[config.mk]
export PLATFORM = sky130hd
export DESIGN_NAME = ckdiv_sync_div
export DESIGN_NICKNAME = d
export VERILOG_FILES = /design/src/rtl/ckdiv_pkg.sv /design/src/rtl/ckdiv_cfg_port.sv /design/src/rtl/ckdiv_phase_ctr.sv /design/src/rtl/ckdiv_strobe_dec.sv /design/src/rtl/ckdiv_sync_div.sv
export SDC_FILE = /design/constraint.sdc
export NUM_CORES = 1
export LEC_CHECK = 0
export BUFFER_PORTS_ARGS = -buffer_cell sky130_fd_sc_hd__buf_4
export CORE_AREA = 2 2 39 41
export DETAILED_ROUTE_END_ITERATION = 6
export DIE_AREA = 0 0 41 43
export GPL_ROUTABILITY_DRIVEN = 0
export PLACE_DENSITY = 0.76
export SLEW_MARGIN = 0
export SYNTH_ARGS = -nofsm -noshare
export SYNTH_HDL_FRONTEND = slang
export SYNTH_HIERARCHICAL = 1
export SYNTH_SLANG_ARGS = --single-unit
[constraint.sdc]
create_clock -name clk_i -period 3.6 [get_ports clk_i]
set_input_delay 0.72 -clock clk_i [delete_from_list [all_inputs] [get_ports clk_i]]
set_output_delay 0.72 -clock clk_i [all_outputs]
set_load 0.01 [all_outputs]
[src/rtl/ckdiv_pkg.sv]
package ckdiv_pkg;
    // Width of one ratio code field
    localparam int FIELD_W = 2;
    // Number of clock domains served
    localparam int DOMAINS = 3;
    // Full settings word
    localparam int CFG_W   = FIELD_W * DOMAINS;
    // Counter spans the largest ratio: 2^(2^FIELD_W - 1)
    localparam int CNT_W   = (1 << FIELD_W) - 1;

    // Domain slot indices; the slot order fixes the field position in the word
    localparam int DOM_CPU = 0;
    localparam int DOM_AXI = 1;
    localparam int DOM_BUS = 2;

    typedef logic [CFG_W-1:0]   cfg_word_t;
    typedef logic [FIELD_W-1:0] ratio_code_t;
    typedef logic [CNT_W-1:0]   phase_t;
endpackage

[src/rtl/ckdiv_cfg_port.sv]
module ckdiv_cfg_port
    import ckdiv_pkg::*;
#(
    parameter cfg_word_t   RESET_CFG  = '1,
    parameter ratio_code_t FLOOR_CODE = ratio_code_t'(1),
    parameter int          FLOOR_DOM  = DOM_BUS
) (
    input  logic      clk_i,
    input  logic      rst_ni,
    input  logic      we_i,
    input  cfg_word_t wdata_i,
    output cfg_word_t pend_o,
    output logic      err_o
);
    localparam int FLOOR_LSB = FLOOR_DOM * FIELD_W;

    typedef struct packed {
        cfg_word_t pend;
        logic      err;
    } port_state_t;

    port_state_t s_d, s_q;

    always_comb begin
        cfg_word_t   word;
        ratio_code_t fld;
        s_d  = s_q;
        word = wdata_i;
        fld  = wdata_i[FLOOR_LSB +: FIELD_W];
        if (we_i) begin
            // Raise a too-fast request for the floored domain to its floor
            if (fld < FLOOR_CODE) begin
                word[FLOOR_LSB +: FIELD_W] = FLOOR_CODE;
                s_d.err = 1'b1;
            end else begin
                s_d.err = 1'b0;
            end
            s_d.pend = word;
        end
    end

    always_ff @(posedge clk_i) begin
        if (!rst_ni) begin
            s_q.pend <= RESET_CFG;
            s_q.err  <= 1'b0;
        end else begin
            s_q <= s_d;
        end
    end

    assign pend_o = s_q.pend;
    assign err_o  = s_q.err;
endmodule

[src/rtl/ckdiv_phase_ctr.sv]
module ckdiv_phase_ctr
    import ckdiv_pkg::*;
(
    input  logic   clk_i,
    input  logic   rst_ni,
    output phase_t phase_o,
    output logic   wrap_o
);
    typedef struct packed {
        phase_t phase;
    } ctr_state_t;

    ctr_state_t s_d, s_q;

    always_comb begin
        s_d       = s_q;
        s_d.phase = s_q.phase + phase_t'(1);
    end

    always_ff @(posedge clk_i) begin
        if (!rst_ni) begin
            s_q.phase <= '0;
        end else begin
            s_q <= s_d;
        end
    end

    assign phase_o = s_q.phase;
    // Last cycle of a frame: every ratio ends a period here
    assign wrap_o  = &s_q.phase;
endmodule

[src/rtl/ckdiv_strobe_dec.sv]
module ckdiv_strobe_dec
    import ckdiv_pkg::*;
(
    input  cfg_word_t          act_i,
    input  phase_t             phase_i,
    output logic [DOMAINS-1:0] en_o
);
    for (genvar d = 0; d < DOMAINS; d++) begin : g_dom
        ratio_code_t code;
        phase_t      mask;
        always_comb begin
            code = act_i[d*FIELD_W +: FIELD_W];
            // (1 << code) - 1; the top code wraps to zero and yields all ones
            mask = (phase_t'(1) << code) - phase_t'(1);
            // Strobe on the last phase of each period
            en_o[d] = ((phase_i & mask) == mask);
        end
    end
endmodule

[src/rtl/ckdiv_sync_div.sv]
module ckdiv_sync_div
    import ckdiv_pkg::*;
#(
    parameter cfg_word_t   RESET_CFG     = '1,
    parameter ratio_code_t BUS_MIN_CODE  = ratio_code_t'(1)
) (
    input  logic             clk_i,
    input  logic             rst_ni,
    input  logic             cfg_we_i,
    input  logic [CFG_W-1:0] cfg_wdata_i,
    output logic             cpu_en_o,
    output logic             axi_en_o,
    output logic             bus_en_o,
    output logic [CFG_W-1:0] cfg_active_o,
    output logic             cfg_err_o
);
    typedef struct packed {
        cfg_word_t act;
    } top_state_t;

    top_state_t         s_d, s_q;
    cfg_word_t          pend;
    phase_t             phase;
    logic               wrap;
    logic [DOMAINS-1:0] en;

    ckdiv_cfg_port #(
        .RESET_CFG (RESET_CFG),
        .FLOOR_CODE(BUS_MIN_CODE),
        .FLOOR_DOM (DOM_BUS)
    ) i_cfg_port (
        .clk_i  (clk_i),
        .rst_ni (rst_ni),
        .we_i   (cfg_we_i),
        .wdata_i(cfg_wdata_i),
        .pend_o (pend),
        .err_o  (cfg_err_o)
    );

    ckdiv_phase_ctr i_phase_ctr (
        .clk_i  (clk_i),
        .rst_ni (rst_ni),
        .phase_o(phase),
        .wrap_o (wrap)
    );

    // Pending setting moves to active only at a frame boundary
    always_comb begin
        s_d = s_q;
        if (wrap) begin
            s_d.act = pend;
        end
    end

    always_ff @(posedge clk_i) begin
        if (!rst_ni) begin
            s_q.act <= RESET_CFG;
        end else begin
            s_q <= s_d;
        end
    end

    ckdiv_strobe_dec i_strobe_dec (
        .act_i  (s_q.act),
        .phase_i(phase),
        .en_o   (en)
    );

    assign cpu_en_o     = en[DOM_CPU];
    assign axi_en_o     = en[DOM_AXI];
    assign bus_en_o     = en[DOM_BUS];
    assign cfg_active_o = s_q.act;
endmodule

; After elaboration in Yosys (flattened, before gate mapping)
; Index checks and enable logic that the tools add are counted.
[word_totals]
ff_bits = 16
in_bits = 9
out_inout_bits = 10
[classes]
addsub = 4
magnitude_cmp = 1
eq_ne = 3
n_shift = 3
mux = 2
bitwise = 3
reduce_logical = 1
[ops]
columns = op, n
row1 = 3-bit bitwise AND, 3
row2 = 3-bit equality test, 3
row3 = 1-bit by 2-bit << shifter with 3-bit output (first input constant), 3
row4 = 3-bit by 1-bit subtractor with 3-bit output (second input constant), 3
row5 = 3-bit by 1-bit adder with 3-bit output (second input constant), 1
row6 = 3-bit AND reduction, 1
row7 = 2-bit by 1-bit less-than comparator with 1-bit output (second input constant), 1
row8 = 2-bit 2-to-1 mux, 1
row9 = 1-bit 2-to-1 mux, 1

; Depth between registers and ports, before layout
; Gate-level depths: netlist of run 1.
[depth]
ltp_word = 4
depth_mapped = 5

; By module
; Netlist of run 1, hierarchy kept.
[modules_own_cells]
columns = mod, instances, cells_each, area_each_um2
row1 = ckdiv_cfg_port, 1, 24, 267.8
row2 = ckdiv_sync_div, 1, 19, 214.0
row3 = ckdiv_phase_ctr, 1, 8, 111.4
row4 = ckdiv_strobe_dec, 1, 12, 57.6

; Worst setup path after synthesis of run 1
; No wires, ideal clock.
[synth_timing]
kind = register -> output
start = register i_phase_ctr/phase_o[0] (netlist name)
end = output cpu_en_o
t_arrival_ns = 0.775
required_time_ns = 2.880
slack_ns = 2.105
path_stages_with_launch = 3
cell_sequence = dfxtp_1 nand2_1 a22oi_1
[synth_via]
elab_chain_len = 2
[synth_lines]
columns = item, line
row1 = 3-bit bitwise AND, ckdiv_strobe_dec.sv:16  ; en_o[d] = ((phase_i & mask) == mask);
row2 = 3-bit equality test, ckdiv_strobe_dec.sv:16
row3 = end: declaration, ckdiv_sync_div.sv:11  ; output logic cpu_en_o,
; No other way between the ends.

; Final worst setup path of run 1
[layout_timing]
start = register i_phase_ctr/phase_o[0] (netlist name)
end = output cpu_en_o
[layout_via]
elab_chain_len = 2
[layout_lines]
columns = item, line
row1 = 3-bit bitwise AND, ckdiv_strobe_dec.sv:16
row2 = 3-bit equality test, ckdiv_strobe_dec.sv:16
; No other way between the ends.

==> results.json, run 1 <==
{
  "path_cells": "nand2_1, a22oi_1, buf_4",
  "postSynth.asyncResetShare": 0,
  "outcome": "complete, no violations",
  "ys_top_cells_by_area": "dfxtp_1 49%, mux2i_1 17%, nand2_1 6.9%",
  "cp-end-kind": "primary output",
  "ctsHoldBuffers": 0,
  "synth_top_area_cell": "dfxtp_1",
  "crit_fanout": 6,
  "cts_buffer_depth": 2,
  "drtIter0Drc": 1,
  "cp_num_buf_inv": 1,
  "fin_skew_ps": 1.65,
  "antenna_found_initial": 0,
  "routed_wl_mm": 1.10,
  "dp_hpwl_um": 828,
  "viasPerCell": 4.91,
  "yosysMostFrequentCell": "dfxtp_1",
  "worstSetupPathType": "register to primary output",
  "grt_pass1_vias": 430,
  "place_area_um2": 783,
  "cts_made_buffers": 3,
  "nFillCells": 132,
  "n_antenna_cell": 0,
  "fmax_mhz": 530,
  "finalSetupViolCount": 0,
  "worst_ir_drop_vdd_mv": 0.351,
  "drtAntennaViolNets": 0,
  "row_count": 14,
  "grt_first_pass_wirelength_mm": 1.86,
  "cts_root_buf": "clkbuf_4",
  "grt_usage": 0.155,
  "clk_pin_slew_ps": 90,
  "crit_slowest_cell": "dfxtp_1",
  "core-area_mm2": 0.00138,
  "post_cts_buffers": 0,
  "multiInputGateArea_um2": 297,
  "clk-insertion-delay-late_ps": 270,
  "die_x_um": 41,
  "fp.dieH_um": 43,
  "timing.max_cap.violations": 0,
  "crit_arrival_ps": 1170,
  "final_area_um2": 820,
  "via_count": 486,
  "final_nets": 95,
  "tns_ps": 0,
  "htreeDepth": 1,
  "start_util": 0.470,
  "area_growth_pct": 26.0,
  "die_area_mm2": 0.00176,
  "required_ps": 2880,
  "drc": 0,
  "cp_top_family": "flip-flops",
  "start_kind": "register",
  "synth_cells": 63,
  "ys_ff_latch": 16,
  "finalCritPeriodShare": 0.524,
  "p_per_area_mw_per_mm2": 400,
  "ys.flop_type": "dfxtp_1",
  "grt_overflow": 0,
  "slew_viol_final": 0,
  "synth.top_cell.area_share": 0.492,
  "register_area_um2": 320,
  "synth.cell_area_um2": 651,
  "synth_common_cells": "16 x dfxtp_1, 12 x nand2_1, 11 x mux2i_1, 3 x inv_1, 3 x nor2_1",
  "ys.warnings.count": 6,
  "rsz0062_at_grt": "no",
  "timing.final.ws_setup_ps": 1710,
  "hold_viol": 0,
  "slew_headroom": 0.739,
  "ys_seq_area_frac": 0.492,
  "syn_nets": 74,
  "drive_above_1_share": 0.301,
  "tightestPinTransition_ps": 391,
  "p_leak_nw": 0.380,
  "wl_per_cell_um": 11.1,
  "avgSynthCellArea_um2": 10.3,
  "cts_resized": 0,
  "tritoncts": "done",
  "cpPeakStageDelay_ps": 450,
  "grt_max_degree": 17,
  "synth_edf_count": 0,
  "port_buffers": 18,
  "period_minus_slack_ps": 1890,
  "dr.pass1.iters": 3,
  "pre_cts_ws_ps": 2000,
  "cts.sink_count": 16,
  "hp-class": "register to register",
  "synth_cell_types": 18,
  "ioPinCount": 19
}
## stage by stage
step | power, mW | utilization | std cells | hold slack (ps)
after floorplan | 0.207 | - | 63 | 440
after global placement | 0.219 | 0.566 | 95 | 453
after detailed placement | 0.220 | 0.566 | 95 | 460
after CTS | 0.334 | 0.592 | 99 | 486
after global routing | 0.347 | 0.592 | 99 | 501
final | 0.328 | 0.592 | 99 | 481
## kinds of logic (layout without fill, tap and decap cells)
logic type,count (synthesis),in the layout,synth area share
adders and majority gates,2,2,0.0385
DFF,16,16,0.492
buffers and inverters,5,25,0.0519
muxes,11,11,0.169
AOI/OAI and AO/OA,8,8,0.0788
and+or+nand+nor,21,21,0.169
## flip-flops by register name, summed over array words and instances, names as in the netlist
signal               cells
i_phase_ctr/phase_o      3
cfg_active_o             6
i_cfg_port/pend_o        6
i_cfg_port/err_o         1
## layout by cell type (no fill, tap or decap)
cell / n
buf_4: 18
dfxtp_1: 16
nand2_1: 12
mux2i_1: 11
clkbuf_4: 3
nor2_1: 3
inv_1: 3
and2_1: 2
ha_1: 2
a22oi_1: 2
o21ai_0: 2
clkbuf_8: 1
and3b_1: 1
o21ai_2: 1
nor2b_1: 1
nor3b_2: 1
o21a_1: 1
nor2b_4: 1
o21ai_1: 1
a21oi_1: 1
## worst min-delay path, delay by kind of cell, from the launching register on
kind | cells | cell delay (ps)
simple gates | 1 | 50
flops | 1 | 340
mux | 1 | 60
## worst paths after layout
check	slack [ps]	cells after the start	start	end
setup / recovery	1710	3	i_phase_ctr/phase_o[0]	cpu_en_o
hold / removal	480	2	i_cfg_port/pend_o[1]	i_cfg_port/pend_o[1]
setup reg to reg	2170	4	i_phase_ctr/phase_o[0]	cfg_active_o[2]
hold reg to reg	480	2	i_cfg_port/pend_o[1]	i_cfg_port/pend_o[1]
## layout make-up
class / count / share of cell area
sequential: 16 / 0.391
multi-input combinational: 42 / 0.362
timing repair buffer: 18 / 0.165
clock buffer: 4 / 0.0443
tap: 16 / 0.0244
inverter: 3 / 0.0137
## per-layer routing
metal  up-vias  global-route usage  wire (µm)
li1        252                   -          -
met1       223               0.207        525
met2         9               0.228        510
met3         2              0.0314         41
met4         0              0.0800         24
met5         -                   0          0
## power by group
| group | switching [mW] | internal, mW |
|---|---|---|
| Combinational | 0.0110 | 0.0150 |
| Sequential | 0.00517 | 0.184 |
| Clock | 0.0514 | 0.0614 |
Note: power is estimated with default switching activity, not from simulation.
==> run 2, diff against run 1 <==
CORE_AREA = not set   (was 2 2 39 41)
CORE_MARGIN = 2   (was not set)
CORE_UTILIZATION = 47   (was not set)
DIE_AREA = not set   (was 0 0 41 43)
PLACE_DENSITY = 0.74   (was 0.76)
clock period = 1.9 ns   (was 3.6 ns; I/O delays follow)
==> run 2 against run 1 <==
Against the previous run:
- critical path depth is the same
- clock power rose by 97%
- sequential power up 90%
- sequential cell count stayed put
- die area shrank 3.7%
- first-iteration DRC count grew to 4.0 times the previous value
- utilization is 3.7 points higher
- clock-buffer cell count did not move
- register-to-register slack got worse by 1700 ps
- final cell count shrank 1.0%
- critical endpoint is now bus_en_o
- largest cell class unchanged
==> results.json, run 2 (same netlist as run 1, synthesis figures left out) <==
{
  "p_leak_nw": 0.380,
  "cts_root_buf": "clkbuf_4",
  "crit_slowest_cell": "dfxtp_1",
  "finalSetupViolCount": 0,
  "grt_usage": 0.162,
  "tns_ps": 0,
  "grt_pass1_vias": 387,
  "p_per_area_mw_per_mm2": 771,
  "drc": 0,
  "cp-startpoint": "i_phase_ctr/phase_o[0]",
  "r2r_cells": 4,
  "cts_buffer_depth": 2,
  "routed_wl_mm": 1.14,
  "tightestPinTransition_ps": 383,
  "drive_above_1_share": 0.301,
  "via_count": 467,
  "tritoncts": "done",
  "htreeDepth": 1,
  "grt_overflow": 0,
  "final_nets": 95,
  "path_cells": "o21ai_1, a22oi_1, buf_4",
  "outcome": "complete, no violations",
  "wl_per_cell_um": 11.6,
  "nFillCells": 117,
  "viasPerCell": 4.77,
  "crit_fanout": 6,
  "fin_util": 0.629,
  "die_area_mm2": 0.00170,
  "area_growth_pct": 25.8,
  "cts_resized": 0,
  "ctsHoldBuffers": 0,
  "holdWs_ps": 301,
  "fmax_mhz": 640,
  "worst_ir_drop_vdd_mv": 0.414,
  "slew_headroom": 0.745,
  "slew_viol_final": 0,
  "r2r_setup_slack_ps": 460,
  "finalCritPeriodShare": 0.822,
  "grt_max_degree": 17,
  "core-area_mm2": 0.00130,
  "antenna_found_initial": 0,
  "dp_hpwl_um": 841,
  "clk_pin_slew_ps": 90,
  "final_common_cell": "buf_4",
  "cp_top_family": "flip-flops",
  "setup.worst_path.end": "bus_en_o",
  "grt_first_pass_wirelength_mm": 1.70,
  "most-common-layout-cells": "18 x buf_4, 16 x dfxtp_1, 12 x nand2_1",
  "start_util": 0.500,
  "hold_viol": 0,
  "ioPinCount": 19,
  "required_ps": 1520,
  "start_kind": "register",
  "drtAntennaViolNets": 0,
  "fp.dieH_um": 41.2,
  "clk-insertion-delay-late_ps": 280,
  "path_depth": 3,
  "period_minus_slack_ps": 1560,
  "hp-class": "primary input to register",
  "cts_made_buffers": 3,
  "reg2reg_to": "cfg_active_o[0]",
  "fin_skew_ps": 3.60,
  "cp-end-kind": "primary output",
  "r2r-start": "i_phase_ctr/phase_o[0]",
  "cp_num_buf_inv": 1,
  "post_cts_buffers": 0,
  "die_x_um": 41.2,
  "n_antenna_cell": 0,
  "worstSetupPathType": "register to primary output",
  "crit_arrival_ps": 1180,
  "power_uw": 631,
  "rsz0062_at_grt": "no",
  "cts.sink_count": 16,
  "row_count": 13,
  "port_buffers": 18,
  "timing.max_cap.violations": 0,
  "cpPeakStageDelay_ps": 460,
  "drtIter0Drc": 4,
  "dr.pass1.iters": 4
}
[run 2: cell counts in the layout (fill, tap and decap cells not counted)]
No cell type changed its count.
[run 2: tightest hold or removal path: cells and delay by family]
kind	cells	cell delay [ps]
multiplexers	1	50
buffers and inverters	1	80
AND/OR/NAND/NOR	1	50
[run 2: layout make-up]
class                           instances  area (µm²)  area share
Clock buffer                            4        36.3      0.0443
Multi-Input combinational cell         42         297       0.362
Sequential cell                        16         320       0.391
Inverter                                3        11.3      0.0138
Tap cell                               15        18.8      0.0229
Timing Repair Buffer                   18         135       0.165
[run 2: how the worst min path moves through the flow]
stage | startpoint | to | cells after the start | slack [ps]
CTS | cfg_wdata_i[1] | i_cfg_port/pend_o[1] | 3 | 290
floorplan | rst_ni | i_cfg_port/pend_o[4] | 1 | 440
detailed placement | i_cfg_port/pend_o[5] | i_cfg_port/pend_o[5] | 2 | 460
finish | cfg_wdata_i[1] | i_cfg_port/pend_o[1] | 3 | 300
global placement | i_cfg_port/pend_o[2] | i_cfg_port/pend_o[2] | 2 | 460
global route | cfg_wdata_i[2] | i_cfg_port/pend_o[2] | 3 | 300
[run 2: metal layers]
metal,up-vias,share of wire,GRT usage
met5,-,0,0
met4,0,0.0053,0.0968
li1,250,-,-
met1,202,0.48,0.207
met2,13,0.45,0.250
met3,2,0.062,0.0326
[run 2: power by group]
part / leakage (nW) / switching [mW] / internal (mW)
registers: 0.131 / 0.0103 / 0.349
logic: 0.228 / 0.0204 / 0.0287
clock network: 0.0210 / 0.107 / 0.117
[run 2: metrics by stage]
stage / area (µm²) / worst slack, ps / instances
final: 818 / 338 / 98
after global routing: 818 / 252 / 98
after CTS: 818 / 315 / 98
after detailed placement: 782 / 460 / 94
after global placement: 782 / 547 / 94
after floorplan: 651 / 711 / 63
==> run 3, diff against run 2 <==
ABC_AREA = 1   (was not set)
CORE_UTILIZATION = 43   (was 47)
PLACE_DENSITY = 0.71   (was 0.74)
clock period = 1.39 ns   (was 1.9 ns; I/O delays follow)
==> run 3 against run 2 <==
Against the previous run:
- global-route usage down 2.0 points
- synthesized area increased by 0.77%
- clock-buffer cell count unchanged
- non-clock buffer count unchanged
- sequential share of layout area is 0.73 points lower
- largest power group unchanged
- sequential power is 37% higher
==> results.json, run 3 <==
{
  "start_kind": "register",
  "crit_arrival_ps": 1010,
  "most-common-layout-cells": "40 x nand2_1, 18 x buf_4, 15 x dfxtp_1",
  "path_cells": "inv_1, nand2_1, nand2_1, nand2_1, buf_4",
  "nFillCells": 149,
  "path_depth": 5,
  "r2r-start": "i_phase_ctr/phase_o[0]",
  "syn_nets": 101,
  "path_common_cell": "nand2_1",
  "crit_fanout": 4,
  "synth_common_cells": "40 x nand2_1, 16 x dfxtp_1, 11 x nand3_1, 9 x inv_1, 3 x nor2_1",
  "die_area_mm2": 0.00185,
  "die_x_um": 43.0,
  "cts_root_buf": "clkbuf_4",
  "wl_per_cell_um": 8.85,
  "required_ps": 1110,
  "ys_top_cells_by_area": "dfxtp_1 49%, nand2_1 23%, nand3_1 8.4%",
  "synth.top_cell.area_share": 0.489,
  "r2r_cells": 5,
  "period_minus_slack_ps": 1290,
  "tritoncts": "done",
  "reg2reg_to": "cfg_active_o[5]",
  "ys.flop_type": "dfxtp_1",
  "grt_overflow": 0,
  "avgSynthCellArea_um2": 7.28,
  "cp_top_family": "flip-flops",
  "synth_cells": 90,
  "tns_ps": 0,
  "slew_headroom": 0.826,
  "dp_hpwl_um": 846,
  "slew_viol_final": 0,
  "cpPeakStageDelay_ps": 350,
  "clk-insertion-delay-late_ps": 280,
  "drive_above_1_share": 0.270,
  "grt_max_degree": 17,
  "hold_viol": 0,
  "p_leak_nw": 0.499,
  "dr.pass1.iters": 4,
  "ys.warnings.count": 6,
  "fin_skew_ps": 1.27,
  "cts_buffer_depth": 2,
  "ioPinCount": 19,
  "n_antenna_cell": 0,
  "core-area_mm2": 0.00147,
  "cp-startpoint": "i_phase_ctr/phase_o[0]",
  "ys_seq_area_frac": 0.489,
  "tightestPinTransition_ps": 261,
  "grt_usage": 0.142,
  "setup.worst_path.end": "bus_en_o",
  "finalCritPeriodShare": 0.929,
  "area_growth_pct": 27.7,
  "postSynth.asyncResetShare": 0,
  "fin_util": 0.569,
  "synth_edf_count": 0,
  "ctsHoldBuffers": 0,
  "r2r_setup_slack_ps": 250,
  "crit_slowest_cell": "dfxtp_2",
  "htreeDepth": 1,
  "fmax_mhz": 774,
  "fp.dieH_um": 43.0,
  "final_nets": 123,
  "rsz0062_at_grt": "no",
  "yosysMostFrequentCell": "nand2_1",
  "grt_first_pass_wirelength_mm": 1.97,
  "worstSetupPathType": "register to primary output",
  "start_util": 0.446,
  "cp_num_buf_inv": 2,
  "finalSetupViolCount": 0,
  "drtAntennaViolNets": 0,
  "via_count": 571,
  "cts.sink_count": 16,
  "cts_made_buffers": 3,
  "cp-end-kind": "primary output",
  "p_per_area_mw_per_mm2": 1040,
  "routed_wl_mm": 1.12,
  "drtIter0Drc": 7,
  "synth_top_area_cell": "dfxtp_1",
  "drc": 0,
  "row_count": 14,
  "port_buffers": 18,
  "antenna_found_initial": 0,
  "synth_cell_types": 13,
  "hp-class": "primary input to register",
  "worst_ir_drop_vdd_mv": 0.637,
  "grt_pass1_vias": 473,
  "clk_pin_slew_ps": 90,
  "ys_ff_latch": 16,
  "final_common_cell": "nand2_1",
  "outcome": "complete, no violations",
  "viasPerCell": 4.50,
  "timing.max_cap.violations": 0,
  "synth.cell_area_um2": 656
}
[run 3: cell types whose count changed in the layout (fill, tap and decap cells not counted), sizes merged]
cell,previous run,this run
nor2,3,4
nor3b,1,0
inv,3,12
mux2i,11,0
nor2b,2,0
o21ai,4,1
nand3,0,11
and3b,1,0
and2,2,0
a22oi,2,0
o21a,1,0
nand2,12,42
[run 3: worst min-delay path, cell delays in order]
cell and delay [ps]:
buf_4 70, nand2_1 40, nand3_1 70
[run 3: cells by family after synthesis]
logic type                 count (synthesis)  share of synthesized area
AOI/OAI and AO/OA                          2                     0.0210
buffers and inverters                     13                     0.0935
DFF                                       16                      0.489
and+or+nand+nor                           57                      0.359
adders and majority gates                  2                     0.0382
[run 3: power breakdown]
group	leakage, nW	total, mW	switching [mW]	internal, mW
Clock	0.0210	0.299	0.139	0.159
Sequential	0.132	0.493	0.0129	0.480
Combinational	0.347	0.0812	0.0432	0.0380
[run 3: worst min-delay path by stage]
stage	cells after the start	slack [ps]	end	start
6_report	3	210	i_cfg_port/pend_o[2]	cfg_wdata_i[2]
5_1_grt	3	210	i_cfg_port/pend_o[2]	cfg_wdata_i[2]
2_1_floorplan	1	360	i_cfg_port/pend_o[4]	rst_ni
3_5_place_dp	2	450	i_cfg_port/pend_o[5]	i_cfg_port/pend_o[5]
3_3_place_gp	2	440	i_cfg_port/pend_o[5]	i_cfg_port/pend_o[5]
4_1_cts	3	200	i_cfg_port/pend_o[0]	cfg_wdata_i[0]
[run 3: cell type report]
type | instances | area (µm²) | area share
clock buffer | 4 | 36.3 | 0.0433
multi-input combinational | 61 | 274 | 0.327
sequential | 16 | 322 | 0.384
inverter | 12 | 50.0 | 0.0598
timing repair buffer | 18 | 135 | 0.161
tap | 16 | 20.0 | 0.0239
[run 3: repair_timing]
| action | CTS | global route |
|---|---|---|
| setup endpoints to repair | 0 | 3 |
| gates resized for setup | 0 | 1 |
| buffers inserted | 0 | 0 |
[run 3: metal layers]
metal / track usage / vias to the layer above / wire (µm)
met5: 0 / - / 0
met4: 0.0909 / 0 / 14
met3: 0.0255 / 2 / 71
met2: 0.221 / 18 / 498
met1: 0.179 / 234 / 540
li1: - / 317 / -
[run 3: per-stage QoR]
stage | hold WS, ps | cells | setup slack, ps | area [µm²] | power [mW]
floorplan | 358 | 90 | 330 | 656 | 0.549
global placement | 442 | 123 | 253 | 800 | 0.583
detailed placement | 446 | 123 | 211 | 800 | 0.584
CTS | 198 | 127 | 48.4 | 836 | 0.885
global route | 211 | 127 | 0.0758 | 837 | 0.916
finish | 206 | 127 | 98.4 | 837 | 0.872
